===== config.mk =====
export PLATFORM = sky130hd
export DESIGN_NAME = nsr_node_state
export DESIGN_NICKNAME = d
export VERILOG_FILES = /design/src/rtl/nsr_pkg.sv /design/src/rtl/nsr_ctrl.sv /design/src/rtl/nsr_datapath.sv /design/src/rtl/nsr_node_state.sv
export SDC_FILE = /design/constraint.sdc
export NUM_CORES = 1
export LEC_CHECK = 0
export ABC_AREA = 1
export BUFFER_PORTS_ARGS = -buffer_cell sky130_fd_sc_hd__buf_2
export CORE_MARGIN = 2
export CORE_UTILIZATION = 37
export CTS_CLUSTER_DIAMETER = 60
export DETAILED_ROUTE_END_ITERATION = 10
export GPL_TIMING_DRIVEN = 0
export PLACE_DENSITY = 0.79
export SKIP_CTS_REPAIR_TIMING = 1
export SLEW_MARGIN = 20
export SYNTH_ARGS = -nofsm -noshare
export SYNTH_HDL_FRONTEND = slang
export SYNTH_HIERARCHICAL = 1
export SYNTH_SLANG_ARGS = --single-unit

===== constraint.sdc =====
create_clock -name clk -period 1.1 [get_ports clk]
set_clock_uncertainty 0.15 [all_clocks]
set_input_delay 0.055 -clock clk [delete_from_list [all_inputs] [get_ports clk]]
set_output_delay 0.055 -clock clk [all_outputs]
set_load 0.03 [all_outputs]

===== src/rtl/nsr_pkg.sv =====
package nsr_pkg;

  typedef enum logic [1:0] {
    OP_READ  = 2'b00,
    OP_SET   = 2'b01,
    OP_CLEAR = 2'b10,
    OP_NONE  = 2'b11
  } nsrOp_e;

  // Strobes from control to datapath for one cycle
  typedef struct packed {
    logic rdStb;    // capture current word for read-out
    logic setStb;   // apply OR mask
    logic clrStb;   // apply clear mask
    logic abdClr;   // reset: drop abdicate
    logic cmSet;    // reset: force cycle master on
    logic cmClr;    // reset: force cycle master off
    logic enOn;     // reset: start cycle starts
    logic enOff;    // reset: stop cycle starts
    logic rootNow;  // node is root this cycle
  } nsrStrobe_t;

endpackage


===== src/rtl/nsr_ctrl.sv =====
module nsr_ctrl
  import nsr_pkg::*;
(
  input  logic       clk,
  input  logic       rstN,
  input  logic       reqValid,
  input  logic [1:0] reqOp,
  input  logic       busReset,
  input  logic       isRoot,
  input  logic       cmCapable,
  output nsrStrobe_t stb,
  output logic       wasRootQ
);

  logic wasRootD;

  always_comb begin
    stb         = '0;
    stb.rootNow = isRoot;
    wasRootD    = wasRootQ;

    if (reqValid) begin
      unique case (nsrOp_e'(reqOp))
        OP_READ:  stb.rdStb  = 1'b1;
        OP_SET:   stb.setStb = 1'b1;
        OP_CLEAR: stb.clrStb = 1'b1;
        default:  ;
      endcase
    end

    if (busReset) begin
      stb.abdClr = 1'b1;
      if (!isRoot) begin
        // link halts cycle starts on its own; enable left alone
        wasRootD  = 1'b0;
        stb.cmClr = 1'b1;
      end else if (!wasRootQ) begin
        wasRootD = 1'b1;
        if (cmCapable) begin
          stb.cmSet = 1'b1;
          stb.enOn  = 1'b1;
        end else begin
          stb.cmClr = 1'b1;
          stb.enOff = 1'b1;
        end
      end
      // root before and root now: cycle master untouched
    end
  end

  always_ff @(posedge clk) begin
    if (!rstN) wasRootQ <= 1'b0;
    else       wasRootQ <= wasRootD;
  end

endmodule


===== src/rtl/nsr_datapath.sv =====
module nsr_datapath
  import nsr_pkg::*;
#(
  parameter int WIDTH    = 32,
  parameter int ABD_BIT  = 10,
  parameter int CM_BIT   = 8,
  parameter int DREQ_BIT = 0
) (
  input  logic             clk,
  input  logic             rstN,
  input  nsrStrobe_t       stb,
  input  logic [WIDTH-1:0] reqData,
  output logic [WIDTH-1:0] stateQ,
  output logic [WIDTH-1:0] rdData,
  output logic             rdValid,
  output logic             cycleStartEn
);

  logic [WIDTH-1:0] writeMask;
  logic [WIDTH-1:0] reqMask;
  logic [WIDTH-1:0] afterReset;
  logic [WIDTH-1:0] stateD;
  logic             enAfterReset;
  logic             enD;

  for (genvar i = 0; i < WIDTH; i++) begin : g_mask
    assign writeMask[i] = (i == ABD_BIT) || (i == CM_BIT) || (i == DREQ_BIT);
  end

  assign reqMask = reqData & writeMask;

  // stage 1: bus-reset effects
  always_comb begin
    afterReset   = stateQ;
    enAfterReset = cycleStartEn;
    if (stb.abdClr) afterReset[ABD_BIT] = 1'b0;
    if (stb.cmSet)  afterReset[CM_BIT]  = 1'b1;
    if (stb.cmClr)  afterReset[CM_BIT]  = 1'b0;
    if (stb.enOn)   enAfterReset        = 1'b1;
    if (stb.enOff)  enAfterReset        = 1'b0;
  end

  // stage 2: access request on top of the reset result
  always_comb begin
    stateD = afterReset;
    enD    = enAfterReset;
    if (stb.setStb) begin
      stateD = afterReset | reqMask;
      if (reqMask[CM_BIT] && stb.rootNow) enD = 1'b1;
    end else if (stb.clrStb) begin
      stateD = afterReset & ~reqMask;
      if (reqMask[CM_BIT] && stb.rootNow) enD = 1'b0;
    end
  end

  always_ff @(posedge clk) begin
    if (!rstN) begin
      stateQ       <= '0;
      cycleStartEn <= 1'b0;
      rdData       <= '0;
      rdValid      <= 1'b0;
    end else begin
      stateQ       <= stateD;
      cycleStartEn <= enD;
      rdValid      <= stb.rdStb;
      if (stb.rdStb) rdData <= stateQ;
    end
  end

endmodule


===== src/rtl/nsr_node_state.sv =====
module nsr_node_state
  import nsr_pkg::*;
#(
  parameter int              WIDTH    = 32,
  parameter int              ABD_BIT  = 10,
  parameter int              CM_BIT   = 8,
  parameter int              DREQ_BIT = 0,
  parameter logic [WIDTH-1:0] CAP_WORD = 32'h0000_83C0
) (
  input  logic             clk,
  input  logic             rstN,
  input  logic             reqValid,
  input  logic [1:0]       reqOp,
  input  logic [WIDTH-1:0] reqData,
  input  logic             busReset,
  input  logic             isRoot,
  input  logic             cmCapable,
  output logic [WIDTH-1:0] rdData,
  output logic             rdValid,
  output logic             cycleStartEn,
  output logic [WIDTH-1:0] capWord
);

  nsrStrobe_t       stb;
  logic             wasRootQ;
  logic [WIDTH-1:0] stateQ;

  nsr_ctrl u_ctrl (
    .clk       (clk),
    .rstN      (rstN),
    .reqValid  (reqValid),
    .reqOp     (reqOp),
    .busReset  (busReset),
    .isRoot    (isRoot),
    .cmCapable (cmCapable),
    .stb       (stb),
    .wasRootQ  (wasRootQ)
  );

  nsr_datapath #(
    .WIDTH    (WIDTH),
    .ABD_BIT  (ABD_BIT),
    .CM_BIT   (CM_BIT),
    .DREQ_BIT (DREQ_BIT)
  ) u_dp (
    .clk          (clk),
    .rstN         (rstN),
    .stb          (stb),
    .reqData      (reqData),
    .stateQ       (stateQ),
    .rdData       (rdData),
    .rdValid      (rdValid),
    .cycleStartEn (cycleStartEn)
  );

  assign capWord = CAP_WORD;

endmodule


==> summary.md, run 1 <==
| Metric | Value |
|---|---|
| Status | finished, violations left |
| Violated checks | hold timing |
| Gr ovfl total | 0 |
| Die H | 53.5 um |
| Arrival @ worst endpoint | between 1000 and 1500 ps |
| 1st-iter DRT viols | 3 |
| Reg clk slew, reported paths | 60 ps |
| Synth Cell Area | 906 sq um |
| Critical path's slowest cell | dfxtp_2 |
| Pleak | around 0.84 nW |
| WHS | -47.0 ps |
| Pre-antenna DRT Iters | 2 |
| Pre-CTS WS | -105 ps |
| Routed Antenna Nets | 0 |
| CTS tree | built |
| Pint | 0.687 mW |
| WP data required | between 1000 and 1500 ps |
| Sequential share of power | between 20% and 30% |
| Port Buf Inserts | 15 |
| GRT Max-Usage Layer | met2 |
| GR Util met2 | around 18% |
| Final Cycle Share | about 94% |
| Hold Path Sink | u_dp/rdValid |
| Synth Warn # | 6 |
| Stages on the worst setup path | 6 |
| Die width | approximately 53 um |
| Worst skew pair latency | 260 ps |
| Vias in the first global route | between 500 and 600 |
| DRC | 0 |
| Initial antenna violation count | 0 |
| Fin cells | between 200 and 250 |
| Number of vias in the routed layout | roughly 760 |
| Root Buffer | clkbuf_4 |
| R2R cell count | 6 |
| Combinational Power Share | approximately half |
| Max_cap viols | 0 |
| Worst Path Buf+Inv | 1 |
| Design Power | ~1.2 mW |
| Nets | 253 |
| Drt wl/cell | 6.34 um |
| Fin Setup TNS | 0 ps |
| Max Slew Vio Count | 0 |
| Antenna Cells | 0 |
| Endpoint class of the critical path | flop |
| FF-to-FF setup slack | roughly 65 ps |
| Placer Congestion | just over 0.7 |
| Reg2reg start | u_ctrl/wasRootQ |
| Fmax | ~970 MHz |
| Max VDD drop | 871 uV |
| Sw Share | a little over two fifths |
| Setup Viol. Count Final | 0 |
| Largest net degree at the start of global routing | 7 |
| Tightest Hold Check Type | in -> reg |
| Share of cells above drive strength 1 | between 40% and 50% |
| Crit-path cells | nor2_1 -> nor2_1 -> nor2_1 -> inv_1 -> nand3_1 -> a21oi_2 |
| CP peak stage delay | 350 ps |
| Hold path depth | 4 |
| Std-Cell Rows | 17 |
| Htree depth | 1 |
| Core area | 2250 sq um |
| Mean post-synth cell area | 7.02 sq um |
| Sink Count | 9 |
| Final worst slack | 65.3 ps |
| Placed instance count | 230 |
| Total GRT Usage | 8.90% |
| GR Util met1 | just over 7% |
| Mapped Cells | 129 |
| Final hold violation count | 2 |
| Maximum fanout along the worst path | 4 |
| Number of I/O pins | 106 |
| Tmin final | between 1000 and 1500 ps |
| Clock share of power | between 20% and 30% |
| NetSw | between 0.4 and 0.5 mW |
| Area delta synth->final | 47.7% |
| CTS buffer count | 3 |
| Detailed Place HPWL | about 1.3 mm |
| Critical Path Start Type | flop |
| Min-delay src | reqOp[0] |
| Via density | roughly 3.2 |
| CP top delay family | flip-flops |
| RR Endpoint | u_dp/stateQ[8] |
| Detailed-route wire length | roughly 1.5 mm |
| P per Cell Area | between 800 and 900 nW/um^2 |
| Clock Tree Buf Depth | 2 |
| Met3 Use GR | between 4 and 5% |
| CP Class | reg -> reg |
| Die area | around 2900 sq um |
| Starting density of the core | 40.2% |
| First-pass GRT wire length | about 1.8 mm |
| Most used cell, CP | nor2_1 |
## power groups by stage
| stage | combinational (mW) | clock [mW] | sequential [mW] |
|---|---|---|---|
| after global routing | 0.621 | 0.270 | 0.351 |
| after CTS | 0.552 | 0.264 | 0.348 |
| after floorplan | 0.488 | 0 | 0.371 |
| after global placement | 0.549 | 0 | 0.354 |
| after detailed placement | 0.551 | 0 | 0.355 |
| final | 0.581 | 0.250 | 0.349 |
## through the flow
step	utilization [%]	area (sq um)
final	59.3	1340
after global routing	59.3	1340
after CTS	55.9	1260
after detailed placement	54.7	1230
after global placement	54.7	1230
after floorplan	-	1120
## how the worst max path moves through the flow
stage / slack [ps] / start / end
global placement: -130 / reqOp[1] / u_dp/rdData[0]
detailed placement: -100 / reqOp[1] / u_dp/rdData[0]
global route: -10 / u_ctrl/wasRootQ / u_dp/stateQ[8]
floorplan: 100 / u_ctrl/wasRootQ / u_dp/stateQ[8]
CTS: -40 / u_ctrl/wasRootQ / u_dp/stateQ[8]
finish: 70 / u_ctrl/wasRootQ / u_dp/stateQ[8]
## area by class of cell
cell class	instances	area, sq um
timing repair buffer	21	135
sequential	9	181
multi-input combinational	102	434
clock buffer	4	26.3
tap	28	35.0
inverter	12	45.0
fill	221	917
buffer	64	480
## worst reg2reg max path, cell delays in order, from the launching register on
cell and delay, ps:
dfxtp_2 350, nor2_1 120, nor2_1 50, nor2_1 80
inv_1 40, nand3_1 90, a21oi_2 60
## per-layer routing
layer | vias to the layer above | part of all wire (%)
met2 | 40 | 54
li1 | 432 | -
met3 | 0 | 13
met4 | 0 | 0
met1 | 286 | 33
met5 | - | 0
## layout by cell type (no fill, tap or decap)
cell           instances
clkbuf_4               3
nand2_1               14
clkbuf_1               1
inv_1                 12
buf_2                 15
dfxtp_1                8
dlygate4sd3_1          6
buf_4                 64
nor3b_2                1
o21ai_1                1
nand3_1                5
nor2_1                 9
a21oi_2                2
nor2_4                 1
nor3_2                 1
a21oi_1                4
o21ai_0                2
conb_1                61
nand3b_1               1
dfxtp_2                1
## state kept, by name (all words and copies together), names as in the netlist
register,flops
u_dp/rdValid,1
u_dp/rdData,3
u_dp/stateQ,3
u_ctrl/wasRootQ,1
u_dp/cycleStartEn,1
(Power assumes the default switching activity.)
==> inputs of run 2 (changes only) <==
--- a/config.mk
+++ b/config.mk
@@ -9,6 +9,7 @@
 export BUFFER_PORTS_ARGS = -buffer_cell sky130_fd_sc_hd__buf_2
 export CORE_MARGIN = 2
 export CORE_UTILIZATION = 37
+export CTS_BUF_LIST = sky130_fd_sc_hd__clkbuf_16
 export CTS_CLUSTER_DIAMETER = 60
 export DETAILED_ROUTE_END_ITERATION = 10
 export GPL_TIMING_DRIVEN = 0
==> run 2 against run 1 <==
The flow still finishes with violations (hold timing). Sequential share of layout area down 0.32 points. Clock-buffer cell count down 1. Maximum frequency up 1.5%. Register-to-register slack better by 20 ps. Hold slack better by 29 ps. Sequential power about the same. Core utilization up 1.4 points. Worst setup slack better by 16 ps. Global-route usage up 0.23 points. Critical path type unchanged.
==> summary.md, run 2 (synthesis results as in run 1) <==
| Metric | Value |
|---|---|
| Status | finished, violations left |
| Violated checks | hold timing |
| Critical Path Start Type | flop |
| Root Buffer | clkbuf_16 |
| Routed Antenna Nets | 0 |
| Most used cell, CP | nor2_1 |
| Sink Count | 9 |
| Number of I/O pins | between 100 and 150 |
| Drt wl/cell | around 6.4 um |
| First-pass GRT wire length | between 1.5 and 2 mm |
| Gr ovfl total | 0 |
| Die H | approximately 53 um |
| Design Power | 1.55 mW |
| Most common cell after layout, fill and taps aside | buf_4 |
| Largest net degree at the start of global routing | 7 |
| Final Cycle Share | 92.6% |
| CP peak stage delay | 340 ps |
| Max VDD drop | ~1100 uV |
| Setup Viol. Count Final | 0 |
| Top Registers | u_dp/rdData: 3 flops, u_dp/stateQ: 3 flops |
| Critical path's slowest cell | dfxtp_2 |
| Pre-antenna DRT Iters | 4 |
| RR Endpoint | u_dp/stateQ[8] |
| Post-layout util | between 60 and 70% |
| Die width | between 50 and 60 um |
| P per Cell Area | 1130 nW/um^2 |
| CTS tree | built |
| Fin Setup TNS | 0 ps |
| Crit-path cells | nor2_1 -> nor2_1 -> nor2_1 -> inv_1 -> nand3_1 -> a21oi_2 |
| Clock Tree Buf Depth | 2 |
| Placer Congestion | between 0.7 and 0.8 |
| Layout fillers | 219 |
| Number of vias in the routed layout | ~760 |
| Pre-CTS WS | -105 ps |
| Vias in the first global route | ~500 |
| Worst skew pair latency | around 230 ps |
| FF-to-FF setup slack | a little over 80 ps |
| Critical Path Source | u_ctrl/wasRootQ |
| Std-Cell Rows | 17 |
| Initial antenna violation count | 0 |
| Core area | approximately 2300 sq um |
| 1st-iter DRT viols | 2 |
| CP Class | reg -> reg |
| Nets | ~250 |
| Crit path to | u_dp/stateQ[8] |
| Die area | ~2900 sq um |
| Area delta synth->final | 51.2% |
| Arrival @ worst endpoint | between 900 and 1000 ps |
| WP data required | roughly 1100 ps |
| Via density | roughly 3.2 |
| WHS | -18.4 ps |
| Htree depth | 1 |
| Max_cap viols | 0 |
| Antenna Cells | 0 |
| Detailed-route wire length | between 1.5 and 2 mm |
| Most frequent cells in the layout | buf_4, conb_1, buf_2, nand2_1, inv_1 |
| Reg clk slew, reported paths | about 40 ps |
| Total GRT Usage | under 10% |
| R2R cell count | 6 |
| Detailed Place HPWL | ~1.3 mm |
| Reg2reg start | u_ctrl/wasRootQ |
| Share of cells above drive strength 1 | a little over two fifths |
| Tightest Hold Check Type | in -> reg |
| Final hold violation count | 3 |
| Final worst slack | between 80 and 90 ps |
| Tmin final | between 1000 and 1500 ps |
| Endpoint class of the critical path | flop |
| CP top delay family | flip-flops |
| Starting density of the core | 40.2% |
| Pleak | between 0.8 and 0.9 nW |
| Worst Path Buf+Inv | 1 |
| DRC | 0 |
| CTS buffer count | 3 |
| Stages on the worst setup path | 6 |
| Max Slew Vio Count | 0 |
| Port Buf Inserts | 15 |
| Maximum fanout along the worst path | 4 |
| Fmax | between 900 and 1000 MHz |
-- run 2: cell type report --
cell class	count	area, sq um	area share (%)
buffer	64	480	35.1
multi-input combinational	102	434	31.7
sequential	9	181	13.2
timing repair buffer	19	115	8.40
clock buffer	3	75.1	5.48
inverter	12	45.0	3.29
tap	28	35.0	2.56
clock inverter	1	3.75	0.274
-- run 2: worst reg2reg max path, stage by stage, from the launching register on --
cell,delay (ps)
dfxtp_2,340
nor2_1,110
nor2_1,50
nor2_1,80
inv_1,40
nand3_1,80
a21oi_2,60
-- run 2: through the flow --
stage                     instance area, sq um  instances
after global placement                    1230        230
after floorplan                           1120        187
final                                     1370        238
after global routing                      1370        238
after detailed placement                  1230        230
after CTS                                 1310        234
-- run 2: metal layers --
metal,global-route usage (%),up-vias,wire length (um)
met1,7.45,289,513
met3,4.80,2,195
met5,0,-,0
met4,3.85,0,10
met2,17.7,38,793
li1,-,428,-
-- run 2: worst min path at each step --
stage               startpoint            to  slack (ps)  cells after the start
global route          reqOp[0]  u_dp/rdValid          10                      4
floorplan                 rstN  u_dp/rdValid           3                      2
CTS                       rstN  u_dp/rdValid         -70                      3
detailed placement        rstN  u_dp/rdValid         170                      3
finish                reqOp[0]  u_dp/rdValid         -20                      4
global placement          rstN  u_dp/rdValid         160                      3
-- run 2: report_power, final --
part           leakage (nW)  internal (mW)  switching [mW]
Combinational         0.739          0.202           0.373
Clock                0.0423          0.474           0.148
Sequential           0.0738          0.343         0.00810
Total                 0.855           1.02           0.530
==> inputs of run 3 (changes only) <==
--- a/config.mk
+++ b/config.mk
@@ -5,7 +5,6 @@
 export SDC_FILE = /design/constraint.sdc
 export NUM_CORES = 1
 export LEC_CHECK = 0
-export ABC_AREA = 1
 export BUFFER_PORTS_ARGS = -buffer_cell sky130_fd_sc_hd__buf_2
 export CORE_MARGIN = 2
 export CORE_UTILIZATION = 37
==> run 3 against run 2 <==
The flow now finishes without violations. Die area is 1.9% lower. Power decreased by 1.3%. Sequential share of layout area is 0.42 points higher. Highest routed layer unchanged.
==> summary.md, run 3 <==
| Metric | Value |
|---|---|
| Antenna Cells | 0 |
| Post-route cell area | roughly 1300 sq um |
| Max Slew Vio Count | 0 |
| Sequential share of power | 22.5% |
| Sw Share | around a third |
| WP data required | approximately 1100 ps |
| Pre-antenna DRT Iters | 2 |
| Critical Path Start Type | flop |
| DR top layer | met4 |
| Nets | 232 |
| CTS tree | built |
| Post-layout util | between 60% and 70% |
| R2R cell count | 4 |
| Fmax | just over 900 MHz |
| Die H | roughly 53 um |
| Max_cap viols | 0 |
| Most common cell after layout, fill and taps aside | buf_4 |
| Status | complete, no violations |
| Reg clk slew, reported paths | 40 ps |
| Worst skew pair latency | between 200 and 250 ps |
| Final Cycle Share | 100% |
| Reg2reg start | u_ctrl/wasRootQ |
| Fin cells | between 200 and 250 |
| Clock Tree Buf Depth | 2 |
| Clock share of power | 41.7% |
| Met2 wire length | slightly above 700 um |
| Max VDD drop | approximately 770 uV |
| Combinational Power Share | 35.8% |
| Routed Antenna Nets | 0 |
| First-pass GRT wire length | between 1.5 and 2 mm |
| WHS | between 7 and 8 ps |
| Placed cell area | between 1000 and 1500 sq um |
| Most frequent cells in the layout | buf_4, conb_1, buf_2, dfxtp_1, nand2_1 |
| Port Buf Inserts | 15 |
| Mean post-synth cell area | about 8.1 sq um |
| Setup Viol. Count Final | 0 |
| Placer Congestion | around 0.70 |
| Min-delay src | isRoot |
| Detailed Place HPWL | roughly 1.2 mm |
| Area delta synth->final | 51.8% |
| Pre-CTS WS | -247 ps |
| RR Endpoint | u_dp/stateQ[8] |
| Total GRT Usage | around a tenth |
| Maximum fanout along the worst path | 4 |
| Hold path depth | 3 |
| Die width | between 50 and 60 um |
| Final worst slack | 0.159 ps |
| Hold Path Sink | u_ctrl/wasRootQ |
| Tmin final | 1100 ps |
| Core area | between 2000 and 2500 sq um |
| Arrival @ worst endpoint | ~1100 ps |
| DRC | 0 |
| Pint | 1.01 mW |
| Met3 wire len | around 210 um |
| Top Registers | u_dp/rdData: 3 flops, u_dp/stateQ: 3 flops |
| NetSw | between 0.5 and 0.6 mW |
| Final hold violation count | 0 |
| Mapped Cells | 110 |
| CTS buffer count | 3 |
| Detailed-route wire length | 1.48 mm |
| Largest net degree at the start of global routing | 11 |
| Root Buffer | clkbuf_16 |
| Via density | ~3.2 |
| M1 WL | roughly 530 um |
| Endpoint class of the critical path | flop |
| Synth Warn # | 6 |
| Die area | 2810 sq um |
| Number of vias in the routed layout | between 600 and 700 |
| Sink Count | 9 |
| FF-to-FF setup slack | ~0.16 ps |
| Std-Cell Rows | 17 |
| Gr ovfl total | 0 |
| Synth Cell Area | about 890 sq um |
| 1st-iter DRT viols | 6 |
| Vias in the first global route | just under 500 |
| Drt wl/cell | roughly 6.7 um |
| CP Class | reg -> reg |
| P per Cell Area | 1130 nW/um^2 |
| Design Power | ~1.5 mW |
| Placed instance count | ~210 |
| Number of I/O pins | ~110 |
| Tightest Hold Check Type | in -> reg |
| Starting density of the core | 39.7% |
| Htree depth | 1 |
| Pleak | between 0.8 and 0.9 nW |
| Initial antenna violation count | 0 |
| Share of cells above drive strength 1 | ~46% |
| Unrepaired setup endpoints after global routing | yes |
| Fin Setup TNS | 0 ps |
==> run 3: changes by cell type in the layout (fill, tap and decap cells not counted), sizes merged, moves of 2 or more <==
cell / previous run / this run
and2: 0 / 2
nor2b: 0 / 4
nor2: 10 / 1
inv: 13 / 2
nand3: 5 / 1
a21boi: 0 / 3
a21oi: 6 / 1
nand2: 14 / 7
mux2i: 0 / 3
==> run 3: critical path, cell delays in order (launching register included) <==
cell and delay (ps):
dfxtp_4 350, nor3b_2 210, buf_4 140, o21ai_1 50, a21boi_1 130
==> run 3: how the worst max path moves through the flow <==
stage	start	to	depth (start not counted)
2_1_floorplan	u_ctrl/wasRootQ	u_dp/stateQ[8]	5
3_3_place_gp	reqOp[1]	u_dp/rdData[0]	4
3_5_place_dp	reqOp[1]	u_dp/rdData[0]	4
4_1_cts	u_ctrl/wasRootQ	u_dp/stateQ[8]	5
5_1_grt	u_ctrl/wasRootQ	u_dp/stateQ[8]	4
6_report	u_ctrl/wasRootQ	u_dp/stateQ[8]	4
==> run 3: power by group through the flow <==
stage | Combinational [mW] | Sequential [mW] | Clock [mW]
global route | 0.579 | 0.344 | 0.675
floorplan | 0.479 | 0.356 | 0
detailed placement | 0.524 | 0.349 | 0
finish | 0.548 | 0.343 | 0.637
global placement | 0.523 | 0.349 | 0
CTS | 0.525 | 0.343 | 0.653
==> run 3: area by class of cell <==
type                            count  area (sq um)
Multi-Input combinational cell     94           449
Buffer                             64           480
Fill cell                         211           887
Tap cell                           28          35.0
Clock inverter                      1          3.75
Inverter                            1          3.75
Timing Repair Buffer               19           115
Sequential cell                     9           184
Clock buffer                        3          75.1
==> run 3: metal layers <==
metal | vias up | track usage, %
met5 | - | 0
met4 | 0 | 6.41
met3 | 2 | 3.11
met2 | 40 | 16.5
met1 | 261 | 9.43
li1 | 387 | -
